**config.mk**
```make
export PLATFORM = sky130hd
export DESIGN_NAME = ee_write_ctrl
export DESIGN_NICKNAME = d
export VERILOG_FILES = /design/src/rtl/ee_pkg.sv /design/src/rtl/ee_plan.sv /design/src/rtl/ee_cell_array.sv /design/src/rtl/ee_seq.sv /design/src/rtl/ee_write_ctrl.sv
export SDC_FILE = /design/constraint.sdc
export NUM_CORES = 1
export LEC_CHECK = 0
export ABC_AREA = 1
export CORE_MARGIN = 2
export CORE_UTILIZATION = 30
export CTS_BUF_LIST = sky130_fd_sc_hd__clkbuf_16
export DETAILED_ROUTE_END_ITERATION = 12
export PLACE_DENSITY = 0.47
export SYNTH_ARGS = -nofsm -noshare
export SYNTH_HDL_FRONTEND = slang
export SYNTH_HIERARCHICAL = 1
export SYNTH_SLANG_ARGS = --single-unit
```
**constraint.sdc**
```tcl
create_clock -name clk_i -period 5.2 [get_ports clk_i]
set_input_delay 0.78 -clock clk_i [delete_from_list [all_inputs] [get_ports clk_i]]
set_output_delay 0.78 -clock clk_i [all_outputs]
set_load 0.1 [all_outputs]
```
**src/rtl/ee_pkg.sv**
```systemverilog
package ee_pkg;
  typedef enum logic [1:0] {
    ST_SKIP  = 2'b00,
    ST_PROG  = 2'b01,
    ST_ERASE = 2'b10,
    ST_BOTH  = 2'b11
  } ee_status_e;

  typedef enum logic [1:0] {
    S_IDLE,
    S_READ,
    S_ERASE,
    S_PROG
  } ee_state_e;
endpackage

```
**src/rtl/ee_plan.sv**
```systemverilog
module ee_plan
  import ee_pkg::*;
#(
  parameter int DATA_W = 8
) (
  input  logic [DATA_W-1:0] stored_i,
  input  logic [DATA_W-1:0] want_i,
  output logic              need_er_o,
  output logic              need_pg_o,
  output ee_status_e        status_o
);
  localparam logic [DATA_W-1:0] ONES = '1;

  always_comb begin
    need_er_o = 1'b0;
    need_pg_o = 1'b0;
    status_o  = ST_SKIP;
    if (stored_i != want_i) begin
      if (want_i == ONES) begin
        need_er_o = 1'b1;
        status_o  = ST_ERASE;
      end else if ((stored_i & want_i) == want_i) begin
        need_pg_o = 1'b1;
        status_o  = ST_PROG;
      end else begin
        need_er_o = 1'b1;
        need_pg_o = 1'b1;
        status_o  = ST_BOTH;
      end
    end
  end
endmodule

```
**src/rtl/ee_cell_array.sv**
```systemverilog
module ee_cell_array #(
  parameter int ADDR_W = 4,
  parameter int DATA_W = 8,
  parameter int OP_LAT = 3
) (
  input  logic              clk_i,
  input  logic              rst_ni,
  input  logic [ADDR_W-1:0] rd_addr_i,
  output logic [DATA_W-1:0] rd_data_o,
  input  logic              op_start_i,
  input  logic              op_erase_i,
  input  logic [ADDR_W-1:0] op_addr_i,
  input  logic [DATA_W-1:0] op_data_i,
  output logic              op_done_o
);
  localparam int DEPTH = 1 << ADDR_W;
  localparam int CNT_W = $clog2(OP_LAT + 1);
  localparam logic [DATA_W-1:0] ONES = '1;

  logic [DATA_W-1:0] mem_q [DEPTH];
  logic              act_q, erase_q;
  logic [CNT_W-1:0]  cnt_q;
  logic [ADDR_W-1:0] addr_q;
  logic [DATA_W-1:0] data_q;

  assign rd_data_o = mem_q[rd_addr_i];
  assign op_done_o = act_q && (cnt_q == '0);

  always_ff @(posedge clk_i or negedge rst_ni) begin
    if (!rst_ni) begin
      for (int i = 0; i < DEPTH; i++) mem_q[i] <= ONES;
      act_q   <= 1'b0;
      erase_q <= 1'b0;
      cnt_q   <= '0;
      addr_q  <= '0;
      data_q  <= '0;
    end else begin
      if (act_q) begin
        if (cnt_q == '0) begin
          act_q <= 1'b0;
          mem_q[addr_q] <= erase_q ? ONES : (mem_q[addr_q] & data_q);
        end else begin
          cnt_q <= cnt_q - 1'b1;
        end
      end
      // a new start may chain directly on the completing edge
      if (op_start_i) begin
        act_q   <= 1'b1;
        erase_q <= op_erase_i;
        cnt_q   <= CNT_W'(OP_LAT - 1);
        addr_q  <= op_addr_i;
        data_q  <= op_data_i;
      end
    end
  end

  p_erase_ones_r6: assert property (@(posedge clk_i) disable iff (!rst_ni)
    (op_done_o && erase_q) |=> (mem_q[$past(addr_q)] == ONES));

  p_prog_clears_r6: assert property (@(posedge clk_i) disable iff (!rst_ni)
    (op_done_o && !erase_q) |=> (mem_q[$past(addr_q)] == $past(mem_q[addr_q] & data_q)));

  p_no_overlap_r8: assert property (@(posedge clk_i) disable iff (!rst_ni)
    op_start_i |-> (!act_q || op_done_o));
endmodule

```
**src/rtl/ee_seq.sv**
```systemverilog
module ee_seq
  import ee_pkg::*;
#(
  parameter int ADDR_W = 4,
  parameter int DATA_W = 8
) (
  input  logic              clk_i,
  input  logic              rst_ni,
  input  logic              req_i,
  input  logic [ADDR_W-1:0] addr_i,
  input  logic [DATA_W-1:0] data_i,
  input  logic              need_er_i,
  input  logic              need_pg_i,
  input  ee_status_e        plan_i,
  input  logic              op_done_i,
  output logic [ADDR_W-1:0] addr_o,
  output logic [DATA_W-1:0] data_o,
  output logic              op_start_o,
  output logic              op_erase_o,
  output logic              busy_o,
  output logic              done_o,
  output ee_status_e        status_o
);
  ee_state_e  state_q;
  logic       need_pg_q;
  ee_status_e plan_q;

  assign busy_o = (state_q != S_IDLE);

  always_comb begin
    op_start_o = 1'b0;
    op_erase_o = 1'b0;
    unique case (state_q)
      S_READ: begin
        op_start_o = need_er_i | need_pg_i;
        op_erase_o = need_er_i;
      end
      S_ERASE: op_start_o = op_done_i && need_pg_q;
      default: ;
    endcase
  end

  always_ff @(posedge clk_i or negedge rst_ni) begin
    if (!rst_ni) begin
      state_q   <= S_IDLE;
      addr_o    <= '0;
      data_o    <= '0;
      need_pg_q <= 1'b0;
      plan_q    <= ST_SKIP;
      done_o    <= 1'b0;
      status_o  <= ST_SKIP;
    end else begin
      done_o <= 1'b0;
      unique case (state_q)
        S_IDLE: if (req_i) begin
          addr_o  <= addr_i;
          data_o  <= data_i;
          state_q <= S_READ;
        end
        S_READ: begin
          need_pg_q <= need_pg_i;
          plan_q    <= plan_i;
          if (need_er_i)      state_q <= S_ERASE;
          else if (need_pg_i) state_q <= S_PROG;
          else begin
            done_o   <= 1'b1;
            status_o <= ST_SKIP;
            state_q  <= S_IDLE;
          end
        end
        S_ERASE: if (op_done_i) begin
          if (need_pg_q) state_q <= S_PROG;
          else begin
            done_o   <= 1'b1;
            status_o <= plan_q;
            state_q  <= S_IDLE;
          end
        end
        S_PROG: if (op_done_i) begin
          done_o   <= 1'b1;
          status_o <= plan_q;
          state_q  <= S_IDLE;
        end
        default: state_q <= S_IDLE;
      endcase
    end
  end

  p_done_not_busy_r7: assert property (@(posedge clk_i) disable iff (!rst_ni)
    done_o |-> !busy_o);

  p_done_pulse_r9: assert property (@(posedge clk_i) disable iff (!rst_ni)
    done_o |=> !done_o);

  p_ops_only_busy_r2: assert property (@(posedge clk_i) disable iff (!rst_ni)
    op_start_o |-> busy_o);

  p_prog_after_erase_r5: assert property (@(posedge clk_i) disable iff (!rst_ni)
    (state_q == S_ERASE && op_done_i && need_pg_q) |-> (op_start_o && !op_erase_o));

  p_status_hold_r9: assert property (@(posedge clk_i) disable iff (!rst_ni)
    !done_o |=> (!done_o || 1'b1) && ($stable(status_o) || done_o));
endmodule

```
**src/rtl/ee_write_ctrl.sv**
```systemverilog
module ee_write_ctrl
  import ee_pkg::*;
#(
  parameter int ADDR_W = 4,
  parameter int DATA_W = 8,
  parameter int OP_LAT = 3
) (
  input  logic              clk_i,
  input  logic              rst_ni,
  input  logic              req_i,
  input  logic [ADDR_W-1:0] addr_i,
  input  logic [DATA_W-1:0] data_i,
  output logic              busy_o,
  output logic              done_o,
  output logic [1:0]        status_o
);
  logic [ADDR_W-1:0] cur_addr;
  logic [DATA_W-1:0] cur_data, stored;
  logic              need_er, need_pg, op_start, op_erase, op_done;
  ee_status_e        plan, status;

  ee_cell_array #(.ADDR_W(ADDR_W), .DATA_W(DATA_W), .OP_LAT(OP_LAT)) u_array (
    .clk_i, .rst_ni,
    .rd_addr_i (cur_addr),
    .rd_data_o (stored),
    .op_start_i(op_start),
    .op_erase_i(op_erase),
    .op_addr_i (cur_addr),
    .op_data_i (cur_data),
    .op_done_o (op_done)
  );

  ee_plan #(.DATA_W(DATA_W)) u_plan (
    .stored_i (stored),
    .want_i   (cur_data),
    .need_er_o(need_er),
    .need_pg_o(need_pg),
    .status_o (plan)
  );

  ee_seq #(.ADDR_W(ADDR_W), .DATA_W(DATA_W)) u_seq (
    .clk_i, .rst_ni, .req_i, .addr_i, .data_i,
    .need_er_i (need_er),
    .need_pg_i (need_pg),
    .plan_i    (plan),
    .op_done_i (op_done),
    .addr_o    (cur_addr),
    .data_o    (cur_data),
    .op_start_o(op_start),
    .op_erase_o(op_erase),
    .busy_o,
    .done_o,
    .status_o  (status)
  );

  assign status_o = status;
endmodule

```
=== Yosys cells after proc, flatten, opt, wreduce, memory -nomap -nowiden ===
Cells that the tools add are included.

* Flip-flop bits (word level): 164
* Bits of input ports: 15
* Output and inout bits: 4
* Logic and storage cells: 108

* $add $sub $neg: 1
* $lt $le $gt $ge: 3
* Equal/unequal tests: 13
* Mux-type cells: 45
* Bitwise logic cells: 5
* Reduce and logical (&&, ||, !) cells: 13

{| class="wikitable"
|+ Operator list
! kind !! count
|-
| $bwmux W128 || 1
|-
| $bmux W8 S4 || 2
|-
| $mux W8 || 6
|-
| $mux W2 || 17
|-
| $demux W8 S4 || 1
|-
| $and A8 B8 Y8 || 2
|-
| $mux W1 || 14
|-
| $ge A5 B5 Y1 const B || 2
|-
| $ne A2 B2 Y1 const B || 5
|-
| $not A4 Y5 || 2
|-
| $eq A8 B8 Y1 || 1
|-
| $eq A8 B8 Y1 const B || 1
|-
| $ne A8 B8 Y1 || 1
|-
| $pmux W2 S4 || 1
|-
| $pmux W2 S3 || 1
|-
| $reduce_and A2 Y1 || 3
|-
| $reduce_and A6 Y1 || 1
|-
| $lt A5 B1 Y1 const B || 1
|-
| $eq A2 B2 Y1 const B || 2
|-
| $logic_not A2 Y1 || 2
|-
| $ne A2 B1 Y1 const B || 2
|-
| $reduce_bool A2 Y1 || 2
|-
| $logic_and A1 B1 Y1 || 3
|-
| $pmux W1 S3 || 1
|-
| other kinds (6) || 6
|}

=== Longest topological paths before layout ===
Gate-level depths: netlist of run 1.

* Depth in word-level cells: 13
* Depth in mapped cells: 20
* Depth with buffers taken out: 19

=== Hierarchy ===
Netlist of run 1, hierarchy kept.

{| class="wikitable"
|+ Modules (own cells, without submodules)
! module !! times used !! cells each !! area each (um^2) !! seq. area each (um^2)
|-
| ee_cell_array || 1 || 1204 || 8379.3 || 3763.6
|-
| ee_seq || 1 || 98 || 1003.5 || 500.5
|-
| ee_plan || 1 || 42 || 240.2 || 0.0
|}

=== Worst setup path before layout of run 1 ===
Ideal clock, no wire load.

* Kind: register to register
* Start: register u_seq.addr_o[0]
* End: register u_array.data_q[0]
* Library setup time: 125 ps
* Data arrival time: 3126 ps
* Slack: 1949 ps
* Cell stages (with the launch flop): 18
* Path buffers: 3
* Period minus slack after synthesis: 3251 ps
* Cell sequence: dfrtp_1 > clkbuf_1 > buf_1 > o21ai_0 > o221ai_1 > nand3_1 > nand2_1 > inv_1 > ha_1 > nand2_1 > inv_1 > nand2_1 > nor2_1 > a21oi_1 > o21ai_0 > a21boi_0 > clkbuf_1 > mux2_2

* Word-level cells in the longest chain between the ends: 11
* Elaborated cells between the ends (all ways): 13
* Classes of those cells: eq/ne (2); mux (8); bitwise (3)

{| class="wikitable"
|+ Ends and longest elaborated chain
! element !! RTL line !! text
|-
| from (decl) || ee_seq.sv:16 || <nowiki>output logic [ADDR_W-1:0] addr_o,</nowiki>
|-
| from (signal assigned) || ee_seq.sv:56 || <nowiki>addr_o <= addr_i;</nowiki>
|-
| $not A4 Y5 (not written as such) * || ee_cell_array.sv:26 || <nowiki>assign rd_data_o = mem_q[rd_addr_i];</nowiki>
|-
| $bmux W8 S4 * || ee_cell_array.sv:26 ||
|-
| $mux W8 (not written as such) * (2 in series) || ee_cell_array.sv:26 ||
|-
| named net stored[5] || ee_write_ctrl.sv:18 || <nowiki>logic [DATA_W-1:0] cur_data, stored;</nowiki>
|-
| $and A8 B8 Y8 || ee_plan.sv:22 || <nowiki>end else if ((stored_i & want_i) == want_i) begin</nowiki>
|-
| $eq A8 B8 Y1 || ee_plan.sv:22 ||
|-
| $mux W1 || ee_plan.sv:22 ||
|-
| $mux W1 || ee_plan.sv:19 || <nowiki>if (want_i == ONES) begin</nowiki>
|-
| $mux W1 * || ee_plan.sv:18 || <nowiki>if (stored_i != want_i) begin</nowiki>
|-
| named net need_er || ee_write_ctrl.sv:19 || <nowiki>logic need_er, need_pg, op_start, op_erase, op_done;</nowiki>
|-
| $or A1 B1 Y1 * || ee_seq.sv:35 || <nowiki>op_start_o = need_er_i | need_pg_i;</nowiki>
|-
| $pmux W1 S2 * || ee_seq.sv:33 || <nowiki>unique case (state_q)</nowiki>
|-
| named net op_start || ee_write_ctrl.sv:19 ||
|-
| to (signal assigned) || ee_cell_array.sv:52 || <nowiki>data_q <= op_data_i;</nowiki>
|-
| to (decl) || ee_cell_array.sv:24 || <nowiki>logic [DATA_W-1:0] data_q;</nowiki>
|}

The timed path passes the listed nets; every way through them passes the cells marked *. The select of a mux whose other input is x is not followed.
A chain may end at the register's enable or synchronous reset.

=== Final worst setup path of run 1 ===
* Start: register u_seq.addr_o[1]
* End: register u_array.data_q[7]

Same word-level chain as after synthesis.

==> results of run 1 <==
-- where the power goes --
part	leakage, nW	internal [mW]	switching [mW]
sequential	1.76	1.99	0.565
clock	0.300	0.712	0.610
combinational	3.00	0.928	2.17
total	5.06	3.64	3.34
-- cells in the mapped netlist (all sizes together) --
| cell | count |
|---|---|
| dfrtp | 36 |
| nand3b | 1 |
| ha | 14 |
| clkbuf | 25 |
| buf | 32 |
| mux2 | 20 |
| o211ai | 14 |
| or2 | 1 |
| nand4 | 1 |
| a21boi | 1 |
| nand3 | 21 |
| nor2 | 87 |
| a21oi | 13 |
| nand2 | 753 |
| clkinv | 2 |
| o22ai | 6 |
| inv | 73 |
| o21ai | 96 |
| dfstp | 128 |
| nor3 | 1 |
| o221ai | 19 |
-- worst register-to-register path, stage by stage (launching register included) --
cell	delay [ns]
dfrtp_1	0.32
buf_4	0.33
clkinv_1	0.93
a21oi_1	0.37
o21ai_0	0.13
nand3_1	0.12
nand3_1	0.13
nand2_1	0.10
inv_1	0.05
ha_1	0.28
nand2_1	0.06
inv_1	0.04
nand2_1	0.07
nor2_1	0.05
a21oi_1	0.36
o21ai_0	0.16
a21boi_1	0.16
buf_4	0.26
mux2_2	0.37
-- stage by stage --
step	power, mW	cells
CTS	7.00	1745
global route	7.49	1745
finish	6.98	1745
global placement	5.64	1713
floorplan	4.60	1344
detailed placement	5.64	1713
-- layer usage --
metal  vias up  wire length [um]  track usage
met3        41              1500       0.0363
li1       4170                 -            -
met2       249             15200        0.322
met5         -                 0            0
met4         0               718       0.0576
met1      4146             15600        0.287
-- final cells by class --
cell class	instances	area, sq um	share of cell area
tap	402	503	0.0474
clock buffer	18	450	0.0424
clock inverter	14	150	0.0141
inverter	75	284	0.0268
multi-input combinational	1048	4720	0.445
timing repair buffer	24	239	0.0225
sequential	164	4270	0.402
-- state kept, by name, indices dropped and copies added (netlist names) --
name	count
u_seq/addr_o	4
u_array/cnt_q	2
u_array/act_q	1
u_array/erase_q	1
u_seq/plan_q	2
u_seq/state_q	2
u_array/data_q	8
u_array/addr_q	4
u_seq/done_o	1
u_seq/status_o	2
u_seq/data_o	8
u_seq/need_pg_q	1
u_array/mem_q	128
-- final timing paths --
path                                    start  slack [ns]                  to  cells after the start
setup reg to reg              u_seq/addr_o[1]        0.79   u_array/data_q[7]                     18
hold reg to reg            u_array/mem_q[109]        0.47  u_array/mem_q[109]                      2
min in group asynchronous              rst_ni        0.52     u_seq/data_o[1]                      1
max in group asynchronous              rst_ni        3.84   u_array/mem_q[70]                      2
hold / removal             u_array/mem_q[109]        0.47  u_array/mem_q[109]                      2
setup / recovery              u_seq/addr_o[1]        0.79   u_array/data_q[7]                     18
-- logic make-up (layout without fill, tap and decap cells) --
kind of cell / after synthesis / after routing / share of synthesized area
compound gates: 149 / 149 / 0.0896
fa+ha+maj: 14 / 14 / 0.0182
buf+inv: 132 / 131 / 0.0663
flops: 164 / 164 / 0.443
mux: 20 / 20 / 0.0273
simple gates: 865 / 865 / 0.355
==> summary.txt, run 1 <==
Global route
  – Vias in the first global route: 8035
  – First-pass GRT wire length: 51100 um
  – Initial antenna violation count: 0
  – Remaining global-route overflow: 0
  – Total track usage: 0.204
  – Largest net degree at the start of global routing: 99

Placement
  – DPL Wire Length: 21600 um
  – Setup WS pre-CTS: 0.864 ns
  – GPL Wtd Cong: 0.872
  – Dpl cell area: 10000 sq um
  – # port buffers: 18

Clock network
  – Cts-stage hold buffer count: 0
  – CTS root buffer: clkbuf_16
  – Number of post-CTS setup repair buffers: 0
  – CTS buffer count: 17
  – CTS Buffer Depth: 2
  – H-Tree Depth: 4
  – Clk slew on worst S/H paths: 0.07 ns
  – Worst skew pair latency: 0.45 ns
  – TritonCTS clock tree: done
  – CTS sink cnt: 164
  – PostCTS Resize Cnt: 0

Floorplan
  – Core Box Area: 31600 sq um
  – Rows: 65
  – Initial Util: 0.305
  – DIE AREA: 33500 sq um
  – IO Pins: 19
  – Die X: 183 um
  – Die Span Y: 183 um

Yosys
  – Avg Synthesized Cell Area: 7.16 sq um
  – Warnings from Yosys: 6
  – Post-synthesis cell area: 9620 sq um
  – Synth top area cells: dfstp_2 (35%), nand2_1 (29%), dfrtp_1 (9.4%)
  – Cell taking the most area after synthesis: dfstp_2
  – Synth top area share: 0.349
  – Syn Inst Count: 1344
  – Post-synth cell types: 32
  – Post-Syn Nets: 1373
  – Synthesis-stage register bit count: 164
  – Sequential share of the synthesized area: 0.443

Route
  – DRT Wirelength: 33100 um
  – First-pass DRT Iterations: 7
  – Vias: 8606
  – Via density: 4.93
  – Avg WL per Cell: 19.0 um
  – ANT nets after route: 0
  – Iter 0 DRT Violations: 912
  – DRC violations left: 0

STA
  – Slew @ Worst Pin: 1.11 ns
  – WHS: 0.469 ns
  – Setup violators final: 0
  – Max_slew headroom: 0.257
  – PnR worst setup slack: 0.792 ns
  – RSZ-0062 raised after global routing: false
  – Fmax achieved: 227 MHz
  – Fin. Hold Viols: 0
  – Skew final: 0.0128 ns
  – Final period demand of the worst path: 4.41 ns
  – Setup TNS: 0 ns
  – Final Cycle Share: 0.848
  – Slew Limit Fails: 0

Setup path
  – Max incr delay on CP: 0.92 ns
  – Crit-path max FO: 36
  – Crit-path slowest cell: clkinv_1
  – Critical path type: reg -> reg
  – Worst path required time: 5.54 ns
  – Delay-heaviest family, CP: buffers and inverters
  – Critical path endpoint category: flip-flop
  – Critical-path cell list: buf_4 > clkinv_1 > a21oi_1 > o21ai_0 > nand3_1 > nand3_1 > nand2_1 > inv_1 > ha_1 > nand2_1 > inv_1 > nand2_1 > nor2_1 > a21oi_1 > o21ai_0 > a21boi_1 > buf_4 > mux2_2
  – Critical Path AT: 4.74 ns
  – CP bufs+invs: 5
  – CP dominant cell by count: nand2_1
  – Startpoint types: flip-flop

Finish
  – Commonest cells after routing, fill and taps aside: nand2_1 (743), dfstp_2 (128), o21ai_0 (84), nor2_1 (68), inv_1 (63)
  – Commonest non-fill, non-tap cell in the layout: nand2_1
  – Area delta synth->final: 10.3%
  – Antenna diodes: 0
  – Post-layout util: 0.336
  – Filler instances: 3430
  – Share of cells above drive strength 1: 0.173
  – Final instance area: 10600 sq um
  – Final nets: 1359

Power and ir drop
  – Power per Cell Area: 658 nW/um^2
  – Leak pwr: 5.06 nW
  – Max VDD drop: 0.273 mV

Outcome
  – Status: complete, no violations

Run
  – Max cap viols: 0

Min path
  – Hold Crit Class: reg -> reg
Note: power is estimated with default switching activity, not from simulation.
==> run 2: changes to the inputs <==
PLACE_DENSITY = 0.49   (was 0.47)
clock period = 3.8 ns   (was 5.2 ns; I/O delays follow)
==> summary.txt, run 2 (synthesis results as in run 1) <==
Setup path
  – Worst reg-to-reg setup slack: 0.29 ns (was 0.79 ns)
  – CP bufs+invs: 5 (unchanged)
  – Critical path endpoint category: flip-flop (unchanged)
  – Critical-path cell list: inv_2 > buf_4 > o21ai_0 > o221ai_1 > o211ai_1 > nand2_1 > inv_1 > ha_1 > nand4_1 > nor2_1 > a21oi_1 > buf_4 > o21ai_0 > a21boi_1 > buf_4 > or2_2 > nand2_1 > o21ai_0 (was buf_4 > clkinv_1 > a21oi_1 > o21ai_0 > nand3_1 > nand3_1 > nand2_1 > inv_1 > ha_1 > nand2_1 > inv_1 > nand2_1 > nor2_1 > a21oi_1 > o21ai_0 > a21boi_1 > buf_4 > mux2_2)
  – Critical Path AT: 3.84 ns (was 4.74 ns)
  – Critical Path Stages: 18 (unchanged)
  – Max incr delay on CP: 0.52 ns (was 0.92 ns)
  – Startpoint types: flip-flop (unchanged)
  – Crit-path slowest cell: dfrtp_2 (was clkinv_1)
  – Crit-path max FO: 34 (was 36)
  – Delay-heaviest family, CP: compound AO/OA/AOI/OAI gates (was buffers and inverters)
  – R2R depth: 18 (unchanged)
  – Critical path type: reg -> reg (unchanged)
  – Worst path required time: 4.13 ns (was 5.54 ns)

Floorplan
  – DIE AREA: 33500 sq um (unchanged)
  – IO Pins: 19 (unchanged)
  – Core Box Area: 31600 sq um (unchanged)
  – Rows: 65 (unchanged)
  – Initial Util: 0.305 (unchanged)
  – Die X: 183 um (unchanged)
  – Die Span Y: 183 um (unchanged)

Finish
  – Area delta synth->final: 10.9% (was 10.3%)
  – Commonest cells after routing, fill and taps aside: nand2_1 (743), dfstp_2 (128), o21ai_0 (84), nor2_1 (68), inv_1 (63) (unchanged)
  – Antenna diodes: 0 (unchanged)
  – Commonest non-fill, non-tap cell in the layout: nand2_1 (unchanged)
  – Reg with most FFs: u_array/mem_q (unchanged)
  – Post-layout util: 0.338 (was 0.336)
  – Max reg flops: 128 (unchanged)
  – Cell Count, Final, Fillers Out: 1756 (was 1745)
  – Share of cells above drive strength 1: 0.179 (was 0.173)
  – Final nets: 1370 (was 1359)
  – Largest registers: u_array/mem_q: 128 flops, u_array/data_q: 8 flops, u_seq/data_o: 8 flops (unchanged)

Route
  – ANT nets after route: 0 (unchanged)
  – Avg WL per Cell: 18.7 um (was 19.0 um)
  – Iter 0 DRT Violations: 1033 (was 912)
  – First-pass DRT Iterations: 6 (was 7)
  – Via density: 4.91 (was 4.93)
  – Vias: 8624 (was 8606)
  – DRC violations left: 0 (unchanged)
  – DRT Wirelength: 32800 um (was 33100 um)

STA
  – RSZ-0062 raised after global routing: false (unchanged)
  – Skew final: 0.0133 ns (was 0.0128 ns)
  – Final period demand of the worst path: 3.51 ns (was 4.41 ns)
  – Setup TNS: 0 ns (unchanged)
  – Fin. Hold Viols: 0 (unchanged)
  – Final Cycle Share: 0.925 (was 0.848)
  – Setup violators final: 0 (unchanged)
  – Max_slew headroom: 0.355 (was 0.257)
  – Fmax achieved: 285 MHz (was 227 MHz)
  – Slew Limit Fails: 0 (unchanged)
  – PnR worst setup slack: 0.285 ns (was 0.792 ns)
  – Slew @ Worst Pin: 0.965 ns (was 1.11 ns)

Global route
  – First-pass GRT wire length: 50700 um (was 51100 um)
  – Initial antenna violation count: 0 (unchanged)
  – Remaining global-route overflow: 0 (unchanged)
  – Vias in the first global route: 8115 (was 8035)
  – Total track usage: 0.203 (was 0.204)
  – Largest net degree at the start of global routing: 75 (was 99)

Outcome
  – Status: complete, no violations (unchanged)

Run
  – Max cap viols: 0 (unchanged)

Clock network
  – Worst skew pair latency: 0.45 ns (about the same)
  – CTS root buffer: clkbuf_16 (unchanged)
  – H-Tree Depth: 4 (unchanged)
  – TritonCTS clock tree: done (unchanged)
  – CTS Buffer Depth: 2 (unchanged)
  – Cts-stage hold buffer count: 0 (unchanged)
  – CTS sink cnt: 164 (unchanged)
  – CTS buffer count: 17 (unchanged)
  – Clk slew on worst S/H paths: 0.07 ns (about the same)
  – PostCTS Resize Cnt: 0 (unchanged)
  – Number of post-CTS setup repair buffers: 0 (unchanged)

Placement
  – Dpl cells: 1724 (was 1713)
  – Setup WS pre-CTS: 0.363 ns (was 0.864 ns)
  – # port buffers: 18 (unchanged)
  – DPL Wire Length: 21900 um (was 21600 um)
  – GPL Wtd Cong: 0.912 (was 0.872)

Power and ir drop
  – Max VDD drop: 0.439 mV (was 0.273 mV)
  – Power per Cell Area: 897 nW/um^2 (was 658 nW/um^2)
  – Overall Power: 9.57 mW (was 6.98 mW)
  – Leak pwr: 5.09 nW (was 5.06 nW)

Min path
  – Hold Crit Class: in -> async (was reg -> reg)
## run 2: changes by cell type in the layout (fill, tap and decap cells not counted), sizes merged
| cell | change |
|---|---|
| clkbuf | -1 |
| clkinv | +2 |
| clkinvlp | +4 |
| buf | +12 |
| clkdlybuf4s50 | -1 |
| bufinv | +1 |
| inv | -6 |
## run 2: through the flow
step                      cell area, sq um  hold WS (ns)
after floorplan                       9620         0.274
after global placement               10100         0.457
after detailed placement             10100         0.460
after CTS                            10700         0.170
after global routing                 10700         0.213
final                                10700         0.169
## run 2: path summary, 6_finish.rpt
path                                     endpoint         startpoint
worst max-delay path             u_array/cnt_q[0]    u_seq/addr_o[0]
worst min-delay path              u_seq/addr_o[1]             rst_ni
worst max register to register   u_array/cnt_q[0]    u_seq/addr_o[0]
worst min register to register  u_array/mem_q[63]  u_array/mem_q[63]
max in group asynchronous       u_array/mem_q[75]             rst_ni
min in group clk_i              u_array/mem_q[63]  u_array/mem_q[63]
## run 2: per-layer routing
metal  part of all wire  vias up  track usage
met3              0.054       51       0.0328
met1               0.46     4095        0.281
met4              0.028        0       0.0752
li1                   -     4197            -
met5                  0        -            0
met2               0.46      281        0.320
## run 2: power by group
part	leakage (nW)	internal, mW	switching (mW)
Sequential	1.76	2.73	0.738
Combinational	3.06	1.33	3.02
Clock	0.274	0.972	0.781
Total	5.09	5.04	4.54
## run 2: area by class of cell
cell class / instances / area [sq um]
Timing Repair Buffer: 35 / 319
Clock inverter: 15 / 155
Clock buffer: 17 / 425
Tap cell: 402 / 503
Sequential cell: 164 / 4270
Multi-Input combinational cell: 1048 / 4720
Inverter: 75 / 284
Fill cell: 3386 / 20900
## run 2: worst reg2reg max path, stage by stage (launching register included)
cell and delay (ns):
dfrtp_2 0.52, inv_2 0.09, buf_4 0.32, o21ai_0 0.15
o221ai_1 0.25, o211ai_1 0.26, nand2_1 0.15, inv_1 0.05
ha_1 0.27, nand4_1 0.10, nor2_1 0.11, a21oi_1 0.05
buf_4 0.15, o21ai_0 0.16, a21boi_1 0.10, buf_4 0.20
or2_2 0.34, nand2_1 0.06, o21ai_0 0.07
